## config.mk

```make
export PLATFORM = sky130hd
export DESIGN_NAME = xor_chain_engine
export DESIGN_NICKNAME = d
export VERILOG_FILES = /design/src/rtl/xce_pkg.sv /design/src/rtl/xce_desc_store.sv /design/src/rtl/xce_accum.sv /design/src/rtl/xce_irq.sv /design/src/rtl/xce_seq.sv /design/src/rtl/xor_chain_engine.sv
export SDC_FILE = /design/constraint.sdc
export NUM_CORES = 1
export LEC_CHECK = 0
export BUFFER_PORTS_ARGS = -buffer_cell sky130_fd_sc_hd__clkbuf_2
export CORE_ASPECT_RATIO = 0.9
export CORE_UTILIZATION = 46
export CTS_BUF_LIST = sky130_fd_sc_hd__clkbuf_2
export DETAILED_ROUTE_END_ITERATION = 8
export PLACE_DENSITY = 0.71
export SETUP_SLACK_MARGIN = 0.4
export SLEW_MARGIN = 20
export SYNTH_ARGS = -nofsm -noshare
export SYNTH_HDL_FRONTEND = slang
export SYNTH_SLANG_ARGS = --single-unit
export TNS_END_PERCENT = 10
```

## constraint.sdc

```tcl
create_clock -name clk_i -period 14.59 [get_ports clk_i]
set_input_delay 1.459 -clock clk_i [delete_from_list [all_inputs] [get_ports clk_i]]
set_output_delay 1.459 -clock clk_i [all_outputs]
set_load 0.01 [all_outputs]
```

## src/rtl/xce_pkg.sv

```systemverilog
package xce_pkg;
  localparam int unsigned DESC_WORDS = 16;
  localparam int unsigned FI_W       = $clog2(DESC_WORDS);
  localparam int unsigned W_CMD      = 2;
  localparam int unsigned W_NEXT     = 3;
  localparam int unsigned W_CNT      = 4;
  localparam int unsigned W_DST      = 5;
  localparam int unsigned W_SRC0     = 6;

  localparam int unsigned OWN_BIT    = 31;
  localparam int unsigned OK_BIT     = 30;
  localparam int unsigned EOD_EN_BIT = 31;

  localparam int unsigned CAUSE_W  = 8;
  localparam int unsigned C_EOD    = 0;
  localparam int unsigned C_EOC    = 1;
  localparam int unsigned C_STOP   = 2;
  localparam int unsigned C_PAUSE  = 3;
  localparam int unsigned C_OWN    = 7;

  localparam logic [1:0] ST_IDLE   = 2'd0;
  localparam logic [1:0] ST_ACTIVE = 2'd1;
  localparam logic [1:0] ST_PAUSED = 2'd2;

  localparam logic [2:0] MODE_COPY = 3'd2;

  typedef enum logic [2:0] {
    S_IDLE, S_FETCH, S_SRC_RD, S_DST_WR, S_WB, S_PAUSE
  } seq_st_e;
endpackage

```

## src/rtl/xce_desc_store.sv

```systemverilog
module xce_desc_store
  import xce_pkg::*;
#(
  parameter int unsigned W     = 32,
  parameter int unsigned NSRC  = 8,
  parameter int unsigned CNT_W = 24,
  localparam int unsigned WC_W = CNT_W - 2
) (
  input  logic                      clk_i,
  input  logic                      rst_ni,
  input  logic                      wr_i,
  input  logic [FI_W-1:0]           idx_i,
  input  logic [W-1:0]              data_i,
  output logic [NSRC-1:0]           src_mask_o,
  output logic                      eod_en_o,
  output logic [W-1:0]              next_o,
  output logic [WC_W-1:0]           nwords_o,
  output logic [W-1:0]              dst_o,
  output logic [NSRC-1:0][W-1:0]    src_addr_o
);
  always_ff @(posedge clk_i or negedge rst_ni) begin
    if (!rst_ni) begin
      src_mask_o <= '0;
      eod_en_o   <= 1'b0;
      next_o     <= '0;
      nwords_o   <= '0;
      dst_o      <= '0;
    end else if (wr_i) begin
      unique case (idx_i)
        FI_W'(W_CMD): begin
          src_mask_o <= data_i[NSRC-1:0];
          eod_en_o   <= data_i[EOD_EN_BIT];
        end
        FI_W'(W_NEXT): next_o   <= data_i;
        FI_W'(W_CNT):  nwords_o <= data_i[CNT_W-1:2];
        FI_W'(W_DST):  dst_o    <= data_i;
        default: ;
      endcase
    end
  end

  for (genvar g = 0; g < NSRC; g++) begin : g_src
    always_ff @(posedge clk_i or negedge rst_ni) begin
      if (!rst_ni)                                      src_addr_o[g] <= '0;
      else if (wr_i && idx_i == FI_W'(W_SRC0 + g))      src_addr_o[g] <= data_i;
    end
  end
endmodule

```

## src/rtl/xce_accum.sv

```systemverilog
module xce_accum #(
  parameter int unsigned W = 32
) (
  input  logic         clk_i,
  input  logic         rst_ni,
  input  logic         clr_i,
  input  logic         xor_i,
  input  logic [W-1:0] data_i,
  output logic [W-1:0] acc_o
);
  always_ff @(posedge clk_i or negedge rst_ni) begin
    if (!rst_ni)    acc_o <= '0;
    else if (clr_i) acc_o <= '0;
    else if (xor_i) acc_o <= acc_o ^ data_i;
  end

  // each destination word starts from an empty accumulator
  a_r3_acc_cleared: assert property (@(posedge clk_i) disable iff (!rst_ni)
    clr_i |=> acc_o == '0);
  a_r3_acc_fold: assert property (@(posedge clk_i) disable iff (!rst_ni)
    (xor_i && !clr_i) |=> acc_o == ($past(acc_o) ^ $past(data_i)));
endmodule

```

## src/rtl/xce_irq.sv

```systemverilog
module xce_irq #(
  parameter int unsigned CW = 8
) (
  input  logic          clk_i,
  input  logic          rst_ni,
  input  logic [CW-1:0] set_i,
  input  logic [CW-1:0] clr_i,
  input  logic [CW-1:0] mask_i,
  output logic [CW-1:0] cause_o,
  output logic          irq_o
);
  always_ff @(posedge clk_i or negedge rst_ni) begin
    if (!rst_ni) cause_o <= '0;
    else         cause_o <= (cause_o & ~clr_i) | set_i;
  end

  assign irq_o = |(cause_o & mask_i);

  a_r11_set_wins: assert property (@(posedge clk_i) disable iff (!rst_ni)
    (|set_i) |=> ((cause_o & $past(set_i)) == $past(set_i)));
  a_r11_clear: assert property (@(posedge clk_i) disable iff (!rst_ni)
    (|(clr_i & ~set_i)) |=> ((cause_o & $past(clr_i & ~set_i)) == '0));
endmodule

```

## src/rtl/xce_seq.sv

```systemverilog
module xce_seq
  import xce_pkg::*;
#(
  parameter int unsigned W      = 32,
  parameter int unsigned NSRC   = 8,
  parameter int unsigned CNT_W  = 24,
  localparam int unsigned WC_W  = CNT_W - 2,
  localparam int unsigned SEL_W = $clog2(NSRC)
) (
  input  logic                    clk_i,
  input  logic                    rst_ni,
  input  logic                    start_i,
  input  logic                    stop_i,
  input  logic                    pause_i,
  input  logic                    restart_i,
  input  logic [2:0]              op_mode_i,
  input  logic [W-1:0]            head_i,
  output logic [1:0]              status_o,
  output logic                    mem_req_o,
  output logic                    mem_we_o,
  output logic [W-1:0]            mem_addr_o,
  output logic [W-1:0]            mem_wdata_o,
  input  logic                    mem_ack_i,
  input  logic                    own_bit_i,
  output logic                    st_wr_o,
  output logic [FI_W-1:0]         st_idx_o,
  input  logic [NSRC-1:0]         src_mask_i,
  input  logic                    eod_en_i,
  input  logic [W-1:0]            next_i,
  input  logic [WC_W-1:0]         nwords_i,
  input  logic [W-1:0]            dst_i,
  input  logic [NSRC-1:0][W-1:0]  src_addr_i,
  output logic                    acc_clr_o,
  output logic                    acc_xor_o,
  input  logic [W-1:0]            acc_i,
  output logic [CAUSE_W-1:0]      cause_set_o
);
  localparam int unsigned FI_LAST = W_SRC0 + NSRC - 1;

  seq_st_e          st_q, st_d, resume_q, resume_d, tgt_st;
  logic [W-1:0]     desc_q, desc_d;
  logic [FI_W-1:0]  fidx_q, fidx_d;
  logic [WC_W-1:0]  word_q, word_d;
  logic [SEL_W-1:0] src_q, src_d, tgt_src;
  logic             copy_q, copy_d, pause_q, pause_d, stop_q, stop_d;
  logic [NSRC-1:0]  eff_mask;
  logic [SEL_W:0]   first_hit, next_hit;
  logic [W-1:0]     woff;
  logic             active, last_word;

  // lowest enabled source at or above 'from'; MSB flags a hit
  function automatic logic [SEL_W:0] pick(input logic [NSRC-1:0] m, input logic [SEL_W:0] from);
    logic [SEL_W:0] r;
    r = '0;
    for (int i = NSRC - 1; i >= 0; i--)
      if (m[i] && (i >= int'(from))) r = {1'b1, SEL_W'(i)};
    return r;
  endfunction

  assign eff_mask  = copy_q ? NSRC'(1) : src_mask_i;
  assign first_hit = pick(eff_mask, '0);
  assign next_hit  = pick(eff_mask, {1'b0, src_q} + 1'b1);
  assign tgt_st    = first_hit[SEL_W] ? S_SRC_RD : S_DST_WR;
  assign tgt_src   = first_hit[SEL_W-1:0];
  assign woff      = W'({word_q, 2'b00});
  assign last_word = (word_q + 1'b1) == nwords_i;
  assign active    = st_q inside {S_FETCH, S_SRC_RD, S_DST_WR, S_WB};
  assign st_idx_o  = fidx_q;

  always_comb begin
    mem_req_o   = active;
    mem_we_o    = 1'b0;
    mem_addr_o  = desc_q;
    mem_wdata_o = '0;
    unique case (st_q)
      S_FETCH:  mem_addr_o = desc_q + W'({fidx_q, 2'b00});
      S_SRC_RD: mem_addr_o = src_addr_i[src_q] + woff;
      S_DST_WR: begin
        mem_we_o    = 1'b1;
        mem_addr_o  = dst_i + woff;
        mem_wdata_o = acc_i;
      end
      S_WB: begin
        mem_we_o    = 1'b1;
        mem_wdata_o = W'(1) << OK_BIT;
      end
      default: ;
    endcase
  end

  always_comb begin
    st_d        = st_q;
    resume_d    = resume_q;
    desc_d      = desc_q;
    fidx_d      = fidx_q;
    word_d      = word_q;
    src_d       = src_q;
    copy_d      = copy_q;
    pause_d     = pause_q | (pause_i & active);
    stop_d      = stop_q | (stop_i & (st_q != S_IDLE));
    cause_set_o = '0;
    acc_clr_o   = 1'b0;
    acc_xor_o   = 1'b0;
    st_wr_o     = 1'b0;
    unique case (st_q)
      S_IDLE: if (start_i) begin
        st_d   = S_FETCH;
        desc_d = head_i;
        fidx_d = '0;
        copy_d = (op_mode_i == MODE_COPY);
      end
      S_FETCH: if (mem_ack_i) begin
        st_wr_o = 1'b1;
        if (fidx_q == '0 && !own_bit_i) begin
          st_d               = S_IDLE;
          cause_set_o[C_OWN] = 1'b1;
        end else if (fidx_q == FI_W'(FI_LAST)) begin
          word_d    = '0;
          acc_clr_o = 1'b1;
          src_d     = tgt_src;
          st_d      = (nwords_i == '0) ? S_WB : tgt_st;
        end else begin
          fidx_d = fidx_q + 1'b1;
        end
      end
      S_SRC_RD: if (mem_ack_i) begin
        acc_xor_o = 1'b1;
        if (next_hit[SEL_W]) src_d = next_hit[SEL_W-1:0];
        else                 st_d  = S_DST_WR;
      end
      S_DST_WR: if (mem_ack_i) begin
        acc_clr_o = 1'b1;
        word_d    = word_q + 1'b1;
        src_d     = tgt_src;
        if (pause_q) begin
          st_d                 = S_PAUSE;
          resume_d             = last_word ? S_WB : tgt_st;
          pause_d              = 1'b0;
          cause_set_o[C_PAUSE] = 1'b1;
        end else begin
          st_d = last_word ? S_WB : tgt_st;
        end
      end
      S_WB: if (mem_ack_i) begin
        cause_set_o[C_EOD] = eod_en_i;
        if (next_i == '0) begin
          st_d               = S_IDLE;
          cause_set_o[C_EOC] = 1'b1;
        end else begin
          desc_d = next_i;
          fidx_d = '0;
          st_d   = S_FETCH;
        end
      end
      S_PAUSE: if (restart_i) st_d = resume_q;
      default: st_d = S_IDLE;
    endcase
    if (stop_q && st_q != S_IDLE && (!mem_req_o || mem_ack_i)) begin
      st_d                 = S_IDLE;
      cause_set_o[C_STOP]  = 1'b1;
      cause_set_o[C_EOD]   = 1'b0;
      cause_set_o[C_EOC]   = 1'b0;
      cause_set_o[C_PAUSE] = 1'b0;
    end
    if (st_d == S_IDLE) begin
      pause_d = 1'b0;
      stop_d  = 1'b0;
    end
  end

  always_ff @(posedge clk_i or negedge rst_ni) begin
    if (!rst_ni) begin
      st_q     <= S_IDLE;
      resume_q <= S_IDLE;
      desc_q   <= '0;
      fidx_q   <= '0;
      word_q   <= '0;
      src_q    <= '0;
      copy_q   <= 1'b0;
      pause_q  <= 1'b0;
      stop_q   <= 1'b0;
    end else begin
      st_q     <= st_d;
      resume_q <= resume_d;
      desc_q   <= desc_d;
      fidx_q   <= fidx_d;
      word_q   <= word_d;
      src_q    <= src_d;
      copy_q   <= copy_d;
      pause_q  <= pause_d;
      stop_q   <= stop_d;
    end
  end

  always_comb begin
    unique case (st_q)
      S_IDLE:  status_o = ST_IDLE;
      S_PAUSE: status_o = ST_PAUSED;
      default: status_o = ST_ACTIVE;
    endcase
  end

  a_r8_own_halt: assert property (@(posedge clk_i) disable iff (!rst_ni)
    (st_q == S_FETCH && fidx_q == '0 && mem_ack_i && !own_bit_i)
      |=> (status_o == ST_IDLE && !mem_req_o));
  a_r9_pause_boundary: assert property (@(posedge clk_i) disable iff (!rst_ni)
    (st_q == S_PAUSE && $past(st_q) != S_PAUSE) |-> $past(st_q == S_DST_WR && mem_ack_i));
  a_r9_quiet_paused: assert property (@(posedge clk_i) disable iff (!rst_ni)
    (status_o == ST_PAUSED) |-> !mem_req_o);
  a_r10_stop_idle: assert property (@(posedge clk_i) disable iff (!rst_ni)
    (stop_q && st_q != S_IDLE && (!mem_req_o || mem_ack_i)) |=> status_o == ST_IDLE);
  a_r5_word_bound: assert property (@(posedge clk_i) disable iff (!rst_ni)
    (st_q == S_DST_WR) |-> word_q < nwords_i);
  a_r13_status_code: assert property (@(posedge clk_i) disable iff (!rst_ni)
    status_o != 2'b11);
endmodule

```

## src/rtl/xor_chain_engine.sv

```systemverilog
module xor_chain_engine
  import xce_pkg::*;
#(
  parameter int unsigned W     = 32,
  parameter int unsigned NSRC  = 8,
  parameter int unsigned CNT_W = 24,
  localparam int unsigned WC_W = CNT_W - 2
) (
  input  logic               clk_i,
  input  logic               rst_ni,
  input  logic               start_i,
  input  logic               stop_i,
  input  logic               pause_i,
  input  logic               restart_i,
  input  logic [2:0]         op_mode_i,
  input  logic [W-1:0]       chain_head_i,
  output logic [1:0]         status_o,
  input  logic [CAUSE_W-1:0] irq_mask_i,
  input  logic [CAUSE_W-1:0] irq_clr_i,
  output logic [CAUSE_W-1:0] irq_cause_o,
  output logic               irq_o,
  output logic               mem_req_o,
  output logic               mem_we_o,
  output logic [W-1:0]       mem_addr_o,
  output logic [W-1:0]       mem_wdata_o,
  input  logic               mem_ack_i,
  input  logic [W-1:0]       mem_rdata_i
);
  logic                   st_wr;
  logic [FI_W-1:0]        st_idx;
  logic [NSRC-1:0]        src_mask;
  logic                   eod_en;
  logic [W-1:0]           next_ptr, dst_addr, acc;
  logic [WC_W-1:0]        nwords;
  logic [NSRC-1:0][W-1:0] src_addr;
  logic                   acc_clr, acc_xor;
  logic [CAUSE_W-1:0]     cause_set;

  xce_seq #(.W(W), .NSRC(NSRC), .CNT_W(CNT_W)) i_seq (
    .clk_i, .rst_ni, .start_i, .stop_i, .pause_i, .restart_i, .op_mode_i,
    .head_i      (chain_head_i),
    .status_o,
    .mem_req_o, .mem_we_o, .mem_addr_o, .mem_wdata_o, .mem_ack_i,
    .own_bit_i   (mem_rdata_i[OWN_BIT]),
    .st_wr_o     (st_wr),
    .st_idx_o    (st_idx),
    .src_mask_i  (src_mask),
    .eod_en_i    (eod_en),
    .next_i      (next_ptr),
    .nwords_i    (nwords),
    .dst_i       (dst_addr),
    .src_addr_i  (src_addr),
    .acc_clr_o   (acc_clr),
    .acc_xor_o   (acc_xor),
    .acc_i       (acc),
    .cause_set_o (cause_set)
  );

  xce_desc_store #(.W(W), .NSRC(NSRC), .CNT_W(CNT_W)) i_store (
    .clk_i, .rst_ni,
    .wr_i       (st_wr),
    .idx_i      (st_idx),
    .data_i     (mem_rdata_i),
    .src_mask_o (src_mask),
    .eod_en_o   (eod_en),
    .next_o     (next_ptr),
    .nwords_o   (nwords),
    .dst_o      (dst_addr),
    .src_addr_o (src_addr)
  );

  xce_accum #(.W(W)) i_accum (
    .clk_i, .rst_ni,
    .clr_i  (acc_clr),
    .xor_i  (acc_xor),
    .data_i (mem_rdata_i),
    .acc_o  (acc)
  );

  xce_irq #(.CW(CAUSE_W)) i_irq (
    .clk_i, .rst_ni,
    .set_i   (cause_set),
    .clr_i   (irq_clr_i),
    .mask_i  (irq_mask_i),
    .cause_o (irq_cause_o),
    .irq_o
  );
endmodule

```

==> flow_summary.yaml <==
final_layout:
  fin_area_sq_um: 26700
  drive_gt1_frac: 0.327
  regArea_sq_um: 11500
  n_fill_cell: 4747
  final_util: 0.514
  syn_to_final_growth_pct: 9.98
  multi_input_area_sq_um: 12100
  nets: 2495
power_and_ir_drop:
  power_density_nw_per_um2: 183
  ir_drop_uv: 97.8
  cellLeakagePower_nw: 13.1
cts:
  cts_tree: "done"
  cts_hold_buf: 0
  cts_sinks: 461
  path_clk_slew_ps: 120
  cts_buffers: 117
  root_buffer: "clkbuf_2"
  cts_resized: 0
  clk_latency_ps: 1190
  cts_max_level: 3
  post_cts_buffers: 0
  cts_buffer_depth: 3
grt:
  track_usage: 0.272
  grt_antenna_before_repair: 7
  grt_pass1_wl_um: 111000
  overflow: 0
  grt_pass1_vias: 18600
  grt_max_degree: 106
synth:
  synth-main-ff-cell: "dfrtp_1"
  synth-seq-cells: 461
  synth.distinct_cells: 87
  synth.avg_cell_area_sq_um: 11.0
  ys_warn_count: 0
  synthesis.area_sq_um: 24300
  synthTopCellsByArea: "dfrtp_1, mux2_2, mux4_2, nand2_1, o21ai_0"
  synth-seq-area-share: 0.474
  yosysTopAreaCell: "dfrtp_1"
  syn_nets: 2338
  synth_edf_count: 0
  synth_top_area_frac: 0.474
  ys_async_sr_fraction: 1.00
  netlist_instances: 2211
flow_run:
  max-cap-violations: 0
critical_path:
  reg2reg_slack_ps: 10600
  crit_fanout: 46
  crit_type: "register to primary output"
  crit_arrival_ps: 6600
  crit_path_end_kind: "primary output"
  startpoint_type: "register"
  cp.required_ps: 13130
detailed_routing:
  drc_errors: 0
  vias: 18700
  met1Wirelength_um: 32500
  wl_um: 72000
  dr_wl_met3_um: 5760
  wl_met2_um: 32000
  avgRoutedWirePerCell_um: 22.8
  top_layer: "met5"
  ant_nets: 0
  detail_route.iter0.violations: 1662
  drt_first_pass_iters: 7
  routed_via_density: 5.92
placed_design:
  place_congestion: 0.968
  dpl-instance-area_sq_um: 25600
  dp_hpwl_um: 48700
  io_buffers: 166
sta:
  fin_crit_sh: 0.552
  fmax_mhz: 124
  hold_violations: 0
  grt_setup_unrepaired: "no"
  relSlewSlack: 0.318
  setup_viol: 0
  worst_pin_slew_ps: 1020
  clock_skew_ps: 71.9
  tns_ps: 0
  drv_slew: 0
  post-route-min-period_ps: 8060
die:
  die_width_um: 244
  die-area_sq_um: 53800
  die_h_um: 220
  core_sq_um: 52000
  initial_utilization: 0.468
  rows: 79
  io_pins: 167
hold_path:
  hold_path_class: "input pin to async pin"
run_status:
  outcome: "finished, final reports clean"
-- cell usage after synthesis, types with 16 or more instances --
cell type,n
o21ai_0,121
nand4_1,18
nand3_1,33
xnor2_1,39
dfrtp_1,461
nor3_1,16
buf_1,35
ha_1,35
nor2_1,132
a21oi_1,66
inv_1,29
mux2_2,328
nor2b_1,16
buf_2,16
and3_1,44
mux4_2,64
mux2i_1,44
nor4_1,24
clkbuf_1,105
xor2_1,52
a31oi_1,40
nand2_1,302
-- cell usage in the layout (no fill, tap or decap), types with 39 or more instances in the layout --
| cell | instances |
|---|---|
| a31oi_1 | 40 |
| and3_1 | 44 |
| clkbuf_2 | 339 |
| a21oi_1 | 66 |
| nand2_1 | 301 |
| mux2_2 | 328 |
| xor2_1 | 52 |
| dfrtp_1 | 458 |
| mux4_2 | 64 |
| xnor2_1 | 39 |
| mux2i_1 | 44 |
| o21ai_0 | 121 |
| nor2_1 | 130 |
-- cell type report --
cell class | count | share of cell area
clock inverter | 36 | 0.00688
timing repair buffer | 198 | 0.0412
sequential | 461 | 0.432
inverter | 30 | 0.00421
clock buffer | 174 | 0.0326
antenna | 3 | 0.000281
multi-input combinational | 1560 | 0.451
tap | 688 | 0.0322
-- final timing paths --
check,from,endpoint,depth (start not counted)
worst min-delay path,rst_ni,i_seq.desc_q[22]$_DFFE_PN0P_,1
max in group asynchronous,rst_ni,i_store.src_addr_o[75]$_DFFE_PN0P_,5
worst min register to register,i_store.src_addr_o[245]$_DFFE_PN0P_,i_store.src_addr_o[245]$_DFFE_PN0P_,2
min in group clk_i,irq_clr_i[6],i_irq.cause_o[6]$_DFF_PN0_,2
worst max register to register,i_seq.st_q[0]$_DFF_PN0_,i_store.nwords_o[1]$_DFFE_PN0P_,6
worst max-delay path,i_seq.src_q[0]$_DFFE_PN0P_,mem_addr_o[29],13
-- cell families (layout without fill, tap and decap cells) --
kind of cell | after synthesis | after routing | synth area share
muxes | 436 | 436 | 0.229
other | 0 | 3 | 0
adders and majority gates | 38 | 38 | 0.0201
DFF | 461 | 461 | 0.474
AOI/OAI and AO/OA | 342 | 342 | 0.0874
and+or+nand+nor | 653 | 653 | 0.125
buffers and inverters | 190 | 438 | 0.0310
xor gates and xnor gates | 91 | 91 | 0.0328
-- routing by layer --
metal,global-route usage,up-vias
li1,-,8302
met1,0.387,9467
met3,0.0535,134
met2,0.420,757
met4,0.0875,2
met5,0,-
-- worst max-delay path, stage by stage (launching register included) --
cell and delay, ps:
dfrtp_4 780, buf_4 800, mux4_2 600, nand2_1 80, a31oi_1 140, ha_1 420
a21o_1 210, a2111oi_0 830, o21ai_0 280, o211ai_1 470, a31oi_1 190, xor2_1 180
o21ai_0 200, clkbuf_2 170
-- sequential cells by signal, summed over array words and instances (netlist names) --
name	flops
i_seq.st_idx_o	4
i_seq.desc_q	32
i_store.src_addr_o	256
i_seq.resume_q	3
i_store.eod_en_o	1
i_seq.src_q	3
i_store.next_o	32
i_seq.copy_q	1
i_store.dst_o	32
i_seq.word_q	22
i_seq.st_q	3
i_store.src_mask_o	8
i_seq.stop_q	1
i_store.nwords_o	22
i_seq.pause_q	1
i_irq.cause_o	8
i_accum.acc_o	32
-- power breakdown --
part           leakage (nW)  total, mW  internal, mW  switching [mW]
Combinational          6.13       1.94         0.888            1.05
Clock                 0.814      0.892         0.340           0.552
Sequential             6.13       2.06          1.70           0.356
-- through the flow --
step,instances,hold WS [ps],power (mW),setup slack (ps)
floorplan,2211,430,3.34,8690
global placement,2936,453,3.91,7790
detailed placement,2936,462,4.00,7730
CTS,3146,255,4.90,6420
global route,3150,299,5.20,6040
finish,3150,283,4.89,6530
No activity file was read; power rests on OpenSTA's default activity.
